==> config.mk <==
export PLATFORM = sky130hd
export DESIGN_NAME = adcc_ctrl
export DESIGN_NICKNAME = d
export VERILOG_FILES = /design/src/rtl/adcc_pkg.sv /design/src/rtl/adcc_cmd_decode.sv /design/src/rtl/adcc_sequencer.sv /design/src/rtl/adcc_status.sv /design/src/rtl/adcc_ctrl.sv
export SDC_FILE = /design/constraint.sdc
export NUM_CORES = 1
export LEC_CHECK = 0
export BUFFER_PORTS_ARGS = -buffer_cell sky130_fd_sc_hd__buf_2
export CORE_AREA = 2 2 82 84
export DETAILED_ROUTE_END_ITERATION = 10
export DIE_AREA = 0 0 84 86
export GPL_ROUTABILITY_DRIVEN = 1
export HOLD_SLACK_MARGIN = 0.05
export PLACE_DENSITY = 0.76
export SLEW_MARGIN = 20
export SYNTH_ARGS = -nofsm -noshare
export SYNTH_HDL_FRONTEND = slang
export SYNTH_HIERARCHICAL = 1
export SYNTH_SLANG_ARGS = --single-unit
export TNS_END_PERCENT = 50
==> constraint.sdc <==
create_clock -name clk -period 1.25 [get_ports clk]
set_input_delay 0.0625 -clock clk [delete_from_list [all_inputs] [get_ports clk]]
set_output_delay 0.0625 -clock clk [all_outputs]
set_load 0.02 [all_outputs]
==> src/rtl/adcc_pkg.sv <==
package adcc_pkg;
  localparam int unsigned WORD_W = 16;

  // register addresses
  localparam logic [1:0] A_CMD  = 2'd0;
  localparam logic [1:0] A_IEN  = 2'd1;
  localparam logic [1:0] A_STAT = 2'd2;
  localparam logic [1:0] A_RES  = 2'd3;

  // status / enable bit positions
  localparam int unsigned S_BUSY = 0;
  localparam int unsigned S_DONE = 2;

  // result coding
  localparam logic [WORD_W-1:0] SIGN_FLIP = 16'h8000;

  typedef enum logic [1:0] {
    SQ_IDLE   = 2'd0,
    SQ_SETTLE = 2'd1,
    SQ_CONV   = 2'd2
  } sq_state_t;

  // field layout of the command word (bit positions are behaviour)
  typedef struct packed {
    logic       settle;  // [15]
    logic [9:0] mask;    // [14:5]
    logic [3:0] idx;     // [4:1]
    logic       go;      // [0]
  } cmd_word_t;
endpackage

==> src/rtl/adcc_cmd_decode.sv <==
module adcc_cmd_decode
  import adcc_pkg::*;
#(
  parameter int unsigned NUM_CH = 10,
  parameter int unsigned IDX_W  = 4
) (
  input  logic [WORD_W-1:0] word,
  input  logic              wr,
  input  logic [1:0]        addr,
  output logic              go_req,
  output logic              settle,
  output logic [IDX_W-1:0]  idx,
  output logic [NUM_CH-1:0] mask
);
  cmd_word_t cw;

  always_comb begin
    cw     = cmd_word_t'(word);
    go_req = wr && (addr == A_CMD) && cw.go;
    settle = cw.settle;
    idx    = cw.idx;
    mask   = cw.mask;
  end
endmodule

==> src/rtl/adcc_sequencer.sv <==
module adcc_sequencer
  import adcc_pkg::*;
#(
  parameter int unsigned NUM_CH        = 10,
  parameter int unsigned IDX_W         = 4,
  parameter int unsigned SETTLE_CYCLES = 8
) (
  input  logic              clk,
  input  logic              rst,
  input  logic              go_req,
  input  logic              settle,
  input  logic [IDX_W-1:0]  idx,
  input  logic [NUM_CH-1:0] mask,
  input  logic [WORD_W-1:0] word,
  input  logic              conv_done,
  input  logic [WORD_W-1:0] conv_data,
  output logic              conv_start,
  output logic [IDX_W-1:0]  conv_chan,
  output logic [NUM_CH-1:0] conv_mux_en,
  output logic              busy,
  output logic              complete,
  output logic [WORD_W-1:0] result_q,
  output logic [WORD_W-1:0] cmd_q
);
  localparam int unsigned CNT_W = $clog2(SETTLE_CYCLES + 1);
  localparam logic [CNT_W-1:0] CNT_LOAD = CNT_W'(SETTLE_CYCLES - 1);

  sq_state_t       state;
  logic [CNT_W-1:0] cnt;
  logic            accept;

  assign accept   = go_req && (state == SQ_IDLE);
  assign complete = (state == SQ_CONV) && conv_done;
  assign busy     = (state != SQ_IDLE);

  always_ff @(posedge clk) begin
    if (rst) begin
      state       <= SQ_IDLE;
      cnt         <= '0;
      conv_start  <= 1'b0;
      conv_chan   <= '0;
      conv_mux_en <= '0;
      result_q    <= '0;
      cmd_q       <= '0;
    end else begin
      conv_start <= 1'b0;
      case (state)
        SQ_IDLE: begin
          if (accept) begin
            conv_chan   <= idx;
            conv_mux_en <= mask;
            cmd_q       <= word;
            if (settle) begin
              state <= SQ_SETTLE;
              cnt   <= CNT_LOAD;
            end else begin
              state      <= SQ_CONV;
              conv_start <= 1'b1;
            end
          end
        end
        SQ_SETTLE: begin
          if (cnt == '0) begin
            state      <= SQ_CONV;
            conv_start <= 1'b1;
          end else begin
            cnt <= cnt - 1'b1;
          end
        end
        SQ_CONV: begin
          if (conv_done) begin
            result_q <= conv_data ^ SIGN_FLIP;
            state    <= SQ_IDLE;
          end
        end
        default: state <= SQ_IDLE;
      endcase
    end
  end

  // checker state: length of the settling window and delay flag of the
  // conversion in flight
  logic [CNT_W:0] win_cnt;
  logic           was_delayed;
  always_ff @(posedge clk) begin
    if (rst) begin
      win_cnt     <= '0;
      was_delayed <= 1'b0;
    end else if (accept) begin
      win_cnt     <= '0;
      was_delayed <= settle;
    end else if (state == SQ_SETTLE) begin
      win_cnt <= win_cnt + 1'b1;
    end
  end

  assert_start_pulse_R2: assert property (@(posedge clk) disable iff (rst)
    conv_start |=> !conv_start);

  assert_settle_len_R4: assert property (@(posedge clk) disable iff (rst)
    (conv_start && was_delayed) |-> (win_cnt == (CNT_W+1)'(SETTLE_CYCLES)));

  assert_busy_ignore_R5: assert property (@(posedge clk) disable iff (rst)
    (go_req && busy) |=> ($stable(conv_chan) && $stable(conv_mux_en) && $stable(cmd_q) && !conv_start)
      || $past(state == SQ_SETTLE));

  assert_result_flip_R9: assert property (@(posedge clk) disable iff (rst)
    complete |=> (result_q == ($past(conv_data) ^ SIGN_FLIP)));

  assert_result_hold_R9: assert property (@(posedge clk) disable iff (rst)
    !complete |=> $stable(result_q));
endmodule

==> src/rtl/adcc_status.sv <==
module adcc_status
  import adcc_pkg::*;
(
  input  logic              clk,
  input  logic              rst,
  input  logic              complete,
  input  logic              wr,
  input  logic [1:0]        addr,
  input  logic [WORD_W-1:0] wdata,
  output logic              done_q,
  output logic              ien_q,
  output logic              irq
);
  logic clr_req;
  assign clr_req = wr && (addr == A_STAT) && wdata[S_DONE];

  always_ff @(posedge clk) begin
    if (rst) begin
      done_q <= 1'b0;
      ien_q  <= 1'b0;
      irq    <= 1'b0;
    end else begin
      if (complete)     done_q <= 1'b1;
      else if (clr_req) done_q <= 1'b0;
      if (wr && (addr == A_IEN)) ien_q <= wdata[S_DONE];
      irq <= done_q && ien_q;
    end
  end

  assert_done_set_R7: assert property (@(posedge clk) disable iff (rst)
    complete |=> done_q);

  assert_w1c_R8: assert property (@(posedge clk) disable iff (rst)
    (clr_req && !complete) |=> !done_q);

  assert_no_spurious_R8: assert property (@(posedge clk) disable iff (rst)
    (!complete && !clr_req) |=> $stable(done_q));

  assert_irq_on_R10: assert property (@(posedge clk) disable iff (rst)
    (done_q && ien_q) |=> irq);

  assert_irq_off_R10: assert property (@(posedge clk) disable iff (rst)
    !(done_q && ien_q) |=> !irq);
endmodule

==> src/rtl/adcc_ctrl.sv <==
module adcc_ctrl
  import adcc_pkg::*;
#(
  parameter int unsigned NUM_CH        = 10,
  parameter int unsigned IDX_W         = 4,
  parameter int unsigned SETTLE_CYCLES = 8
) (
  input  logic                   clk,
  input  logic                   rst,
  input  logic                   host_wr,
  input  logic [1:0]             host_addr,
  input  logic [WORD_W-1:0]      host_wdata,
  output logic [WORD_W-1:0]      host_rdata,
  output logic                   conv_start,
  output logic [IDX_W-1:0]       conv_chan,
  output logic [NUM_CH-1:0]      conv_mux_en,
  input  logic                   conv_done,
  input  logic [WORD_W-1:0]      conv_data,
  output logic                   irq
);
  logic              go_req, settle, busy, complete, done_q, ien_q;
  logic [IDX_W-1:0]  idx;
  logic [NUM_CH-1:0] mask;
  logic [WORD_W-1:0] result_q, cmd_q, stat_w, ien_w;

  adcc_cmd_decode #(.NUM_CH(NUM_CH), .IDX_W(IDX_W)) u_dec (
    .word(host_wdata), .wr(host_wr), .addr(host_addr),
    .go_req(go_req), .settle(settle), .idx(idx), .mask(mask)
  );

  adcc_sequencer #(.NUM_CH(NUM_CH), .IDX_W(IDX_W), .SETTLE_CYCLES(SETTLE_CYCLES)) u_seq (
    .clk(clk), .rst(rst), .go_req(go_req), .settle(settle), .idx(idx),
    .mask(mask), .word(host_wdata), .conv_done(conv_done),
    .conv_data(conv_data), .conv_start(conv_start), .conv_chan(conv_chan),
    .conv_mux_en(conv_mux_en), .busy(busy), .complete(complete),
    .result_q(result_q), .cmd_q(cmd_q)
  );

  adcc_status u_stat (
    .clk(clk), .rst(rst), .complete(complete), .wr(host_wr),
    .addr(host_addr), .wdata(host_wdata), .done_q(done_q),
    .ien_q(ien_q), .irq(irq)
  );

  always_comb begin
    stat_w         = '0;
    stat_w[S_BUSY] = busy;
    stat_w[S_DONE] = done_q;
    ien_w          = '0;
    ien_w[S_DONE]  = ien_q;
  end

  always_ff @(posedge clk) begin
    if (rst) begin
      host_rdata <= '0;
    end else begin
      case (host_addr)
        A_CMD:   host_rdata <= cmd_q;
        A_IEN:   host_rdata <= ien_w;
        A_STAT:  host_rdata <= stat_w;
        default: host_rdata <= result_q;
      endcase
    end
  end

  assert_rdata_R11: assert property (@(posedge clk) disable iff (rst)
    ($past(!rst) && $past(host_addr) == A_RES && $past(!complete)) |-> host_rdata == result_q);

  assert_busy_clear_R6: assert property (@(posedge clk) disable iff (rst)
    complete |=> !stat_w[S_BUSY]);
endmodule

==> impl_metrics.toml, run 1 <==
[outcome]
status = "complete, no violations"

[power]
power_mw = 4.75
powerDensity_nw_per_um2 = 1200
peakVddDrop_mv = 0.774
p_leak_nw = 1.60

[global_routing]
grtUsageTotal = 0.192
met1_usage = 0.241
grt_pass1_vias = 2491
grt_start_max_net_pins = 42
grtUsageMet3 = 0.0549
met2_usage = 0.308
grt-ovfl-total = 0
antenna_found_initial = 0
grt_pass1_wl_um = 11200
grt_busiest_layer = "met2"

[setup_path]
timing.rr.start = "u_seq/state[1]"
cp_num_buf_inv = 1
r2r_cells = 4
endpoint_kind = "flip-flop"
critPathTopFamily = "simple AND/OR/NAND/NOR gates"
timing.critical_path.depth = 4
crit_chain = "or3b_4 -> clkbuf_16 -> nand2_1 -> a21oi_2"
cpPeakStageDelay_ps = 430
critPathLaunch = "u_seq/state[1]"
slowest_stage = "or3b_4"
path_max_fanout = 15
crit_arrival_ps = 1460
required_ps = 1480
startpoint_type = "flip-flop"
worstSetupPathType = "flip-flop to flip-flop"

[logic_synthesis]
synth_async_sr_flop_share = 0
synth-simple-area-share = 0.219
synth_top_family_by_area = "simple AND/OR/NAND/NOR gates"
synthFlopType = "dfxtp_1"
yosysSeqAreaShare = 0.493
synth.largest_area_cell = "dfxtp_1"
synth_top_cell_area_share = 0.493
synth_edf_count = 0
synth_compound_area_frac = 0.170
synthMuxAreaShare = 0.0146
synth_nets = 373
synth.most_common_cell = "nand2_1"
post_synth_fa_ha_maj_area_fraction = 0.00856
netlist_area_um2 = 2920
yosysWarnings = 6
ys_ff_latch = 72
synth.avg_cell_area_um2 = 8.78
synth.area.top_cells = "dfxtp_1 (49%), nand2_1 (12%), a21oi_1 (7.9%)"
yosys-top-cells-count = "nand2_1 (93), dfxtp_1 (72), a21oi_1 (46), buf_4 (18)"
synthCells = 333
ys_types = 46
yosys.area_share.xor_xnor = 0

[finish]
final_area_um2 = 3970
diodes = 0
nNetsFinal = 471
multiInputGateArea_um2 = 1270
n_fill_cell = 529
syn2layout_area_growth_pct = 35.8
utilization = 0.632
drive_above_1_share = 0.342
regArea_um2 = 1450

[cts]
htree_levels = 3
worst_skew_pair.late_latency_ps = 340
clk_pin_slew_worst_paths_ps = 80
cts_tree = "yes"
cts.sinks = 72
clockBufferDepth = 2
root_buffer = "clkbuf_8"
cts_buffers = 9

[die]
rows = 29
dieArea_um2 = 7220
dieWidth_um = 84
dieHeight_um = 86
core_area_um2 = 6280
start_util = 0.466
boundaryPins = 70

[sta]
finalCritPeriodShare = 0.980
hold_slack_ps = 69.7
setup_ws_ps = 25.4
worst_slew_pin_slew_ps = 450
fin_crit_ps = 1220
rsz0062_at_grt = "true"
hold_viol = 0
fmax_mhz = 817
maxSlewViolCount = 0
final.setup_skew_ps = 7.26
relSlewSlack = 0.700
final-setup-viol-count = 0

[route]
wl_per_cell_um = 13.4
dr_total_vias = 2572
ant_nets = 0
vias_per_cell = 5.01
drc = 0
drt-pass1-iter-count = 4
drt_iter0_markers = 127
routed_wl_um = 6860

[placement]
portBuffers = 69
routabilityCongestion = 0.816
placed_cell_area_um2 = 3310
hpwlAfterDp_um = 4350
dp_slack_ps = -91.4

[hold_path]
hp-start = "host_addr[1]"
worst_hold_path_type = "input port to flip-flop"
whs_path_depth = 3

[run]
max_cap_viol_count = 0
[flip-flops by register name, indices dropped and copies added, names as in the netlist, 2 cells and up]
signal             cells
host_rdata            16
u_seq/cmd_q           16
u_seq/result_q        16
u_seq/conv_mux_en     10
u_seq/cnt              4
u_seq/conv_chan        4
u_seq/state            2
[stage by stage]
step,setup TNS [ps],cells
6_report,0,513
5_1_grt,-32.4,513
4_1_cts,0,511
3_5_place_dp,-1570,461
3_3_place_gp,-1030,461
2_1_floorplan,0,333
[layout by cell type (no fill, tap or decap), types with 2 or more instances in the layout]
cell type,n
buf_12,4
a211oi_1,3
dfxtp_1,69
nor2b_1,2
inv_1,5
nand3b_1,3
nor2_2,11
o21ai_0,2
a21oi_1,43
buf_4,13
nor2_1,8
dfxtp_4,2
buf_2,69
nand2b_1,3
a22oi_1,4
a21oi_2,3
a22oi_2,10
inv_2,4
nand2_1,92
a221oi_2,2
mux2i_1,2
o32ai_1,2
dlygate4sd3_1,34
clkbuf_8,12
nor3b_4,2
[worst min-delay path: cells and delay by family]
kind	cells	cell delay, ps
buf+inv	2	220
compound gates	1	80
[logic make-up (layout without fill, tap and decap cells)]
group	count (synthesis)	count (layout)
AND/OR/NAND/NOR	137	137
flip-flops	72	72
multiplexers	3	3
AO/OA/AOI/OAI	75	75
buffers and inverters	44	147
adder cells (fa/ha/maj)	2	2
[power by group]
| part | switching [mW] | internal, mW | total [mW] |
|---|---|---|---|
| clock | 0.861 | 1.09 | 1.95 |
| sequential | 0.0253 | 2.33 | 2.35 |
| combinational | 0.218 | 0.229 | 0.446 |
[final timing paths]
kind,slack (ps),to
setup / recovery,30,u_seq/cmd_q[15]
hold / removal,70,host_rdata[0]
setup reg to reg,30,u_seq/cmd_q[15]
hold reg to reg,460,u_seq/result_q[11]
[repair_timing]
item | 4_1_cts | 5_1_grt
endpoints found under the setup margin | 13 | 30
hold buffers | 34 | 0
hold endpoints to repair | 48 | 0
setup buffers | 0 | 1
cloned | 0 | 1
pin swaps | 0 | 4
gates resized for setup | 5 | 17
[layout make-up]
type,instances,area share
tap,77,0.0243
timing repair buffer,122,0.227
multi-input combinational,217,0.321
clock inverter,4,0.0129
clock buffer,12,0.0416
inverter,9,0.00851
sequential,72,0.365
[metal layers]
| metal | vias to the layer above | share of wire |
|---|---|---|
| li1 | 1295 | - |
| met2 | 60 | 0.48 |
| met5 | - | 0 |
| met4 | 0 | 0.014 |
| met3 | 8 | 0.051 |
| met1 | 1209 | 0.46 |
Note: power is estimated with default switching activity, not from simulation.
==> run 2, diff against run 1 <==
--- a/config.mk
+++ b/config.mk
@@ -6,12 +6,12 @@
 export NUM_CORES = 1
 export LEC_CHECK = 0
 export BUFFER_PORTS_ARGS = -buffer_cell sky130_fd_sc_hd__buf_2
-export CORE_AREA = 2 2 82 84
+export CORE_AREA = 2 2 69 98
 export DETAILED_ROUTE_END_ITERATION = 10
-export DIE_AREA = 0 0 84 86
+export DIE_AREA = 0 0 71 100
 export GPL_ROUTABILITY_DRIVEN = 1
 export HOLD_SLACK_MARGIN = 0.05
-export PLACE_DENSITY = 0.76
+export PLACE_DENSITY = 0.77
 export SLEW_MARGIN = 20
 export SYNTH_ARGS = -nofsm -noshare
 export SYNTH_HDL_FRONTEND = slang
==> run 2 against run 1 <==
Compared with the run above: global-route usage up 1.1 points; worst setup slack worse by 19 ps; routed wire length up 6.4%; sequential power about the same; clock skew up 5.2 ps; die area down 1.7%; utilization up 0.62 points; sequential cell count unchanged; non-clock buffer count up 10.
==> impl_metrics.toml, run 2 (synthesis results as in run 1) <==
[outcome]
status = "complete, no violations"

[die]
dieArea_um2 = 7100
start_util = 0.460
boundaryPins = 70
dieHeight_um = 100
core_area_um2 = 6350
dieWidth_um = 71
rows = 35

[cts]
htree_levels = 3
cts.sinks = 72
root_buffer = "clkbuf_8"
worst_skew_pair.late_latency_ps = 350
cts_buffers = 9
cts_tree = "yes"
clk_pin_slew_worst_paths_ps = 70
clockBufferDepth = 2

[global_routing]
grt_start_max_net_pins = 31
antenna_found_initial = 0
grt-ovfl-total = 0
grtUsageTotal = 0.203
grt_pass1_vias = 2505
grt_pass1_wl_um = 11300

[route]
drt_iter0_markers = 208
ant_nets = 0
routed_wl_um = 7300
dr_total_vias = 2669
drt-pass1-iter-count = 4
wl_per_cell_um = 14.0
vias_per_cell = 5.13
drc = 0

[finish]
final_common_cell = "nand2_1"
syn2layout_area_growth_pct = 38.7
diodes = 0
final_cell_mix = "nand2_1 (93), dfxtp_1 (70), buf_2 (69)"
n_fill_cell = 482
nNetsFinal = 481
drive_above_1_share = 0.352
biggestRegsByFlops = "host_rdata x16, u_seq/cmd_q x16, u_seq/result_q x16"

[placement]
portBuffers = 69
routabilityCongestion = 0.826
dp_slack_ps = -76.5
hpwlAfterDp_um = 4650

[hold_path]
worst_hold_path_type = "input port to flip-flop"

[power]
p_leak_nw = 1.63
peakVddDrop_mv = 0.754
power_mw = 4.67
powerDensity_nw_per_um2 = 1150

[setup_path]
startpoint_type = "flip-flop"
endpoint_kind = "flip-flop"
required_ps = 1480
worstSetupPathType = "flip-flop to flip-flop"
crit_arrival_ps = 1480
path_max_fanout = 30

[sta]
finalCritPeriodShare = 0.995
hold_viol = 0
fin_crit_ps = 1240
relSlewSlack = 0.682
maxSlewViolCount = 0
rsz0062_at_grt = "true"
fmax_mhz = 804
worst_slew_pin_slew_ps = 476
final.setup_skew_ps = 12.4
final-setup-viol-count = 0
setup_ws_ps = 6.10
hold_slack_ps = 104

[run]
max_cap_viol_count = 0
## run 2: final timing paths
check,slack (ps),from,cells after the start,end
max,6,u_seq/state[1],4,u_seq/cmd_q[13]
min,100,host_wr,3,u_stat/done_q
max reg2reg,6,u_seq/state[1],4,u_seq/cmd_q[13]
min reg2reg,440,u_stat/ien_q,2,u_stat/irq
## run 2: metrics by stage
stage	instance area [um2]	instances	TNS [ps]	utilization
floorplan	2920	333	0	-
global placement	3340	465	-907	0.527
detailed placement	3340	465	-1470	0.527
CTS	3900	516	0	0.615
global route	4050	520	-149	0.638
finish	4050	520	0	0.638
## run 2: worst max-delay path, cell delays in order (launching register included)
cell and delay, ps:
dfxtp_4 370, or3b_1 400, buf_12 180, nand2_1 110
a21oi_2 70
## run 2: layout make-up
class	instances	area, um2	share of cell area
Clock buffer	11	141	0.0349
Clock inverter	5	56.3	0.0139
Inverter	9	36.3	0.00895
Multi-Input combinational cell	217	1310	0.322
Sequential cell	72	1450	0.357
Tap cell	74	92.6	0.0228
Timing Repair Buffer	132	976	0.241
## run 2: timing repair
item	4_1_cts	5_1_grt
buffers inserted	0	3
hold buffers	35	0
pin swaps	0	8
cloned	0	2
setup endpoints to repair	3	29
gates resized for setup	4	21
endpoints found under the hold margin	49	0
## run 2: power by group
group          switching (mW)  internal (mW)
combinational           0.231          0.248
sequential             0.0262           2.33
clock                   0.863          0.973
total                    1.12           3.55
## run 2: layer usage
metal | vias to the layer above | global-route usage | wire [um] | share of wire
li1 | 1315 | - | - | -
met1 | 1260 | 0.241 | 2980 | 0.41
met2 | 81 | 0.344 | 3810 | 0.52
met3 | 13 | 0.0602 | 381 | 0.052
met4 | 0 | 0.0740 | 126 | 0.017
met5 | - | 0 | 0 | 0
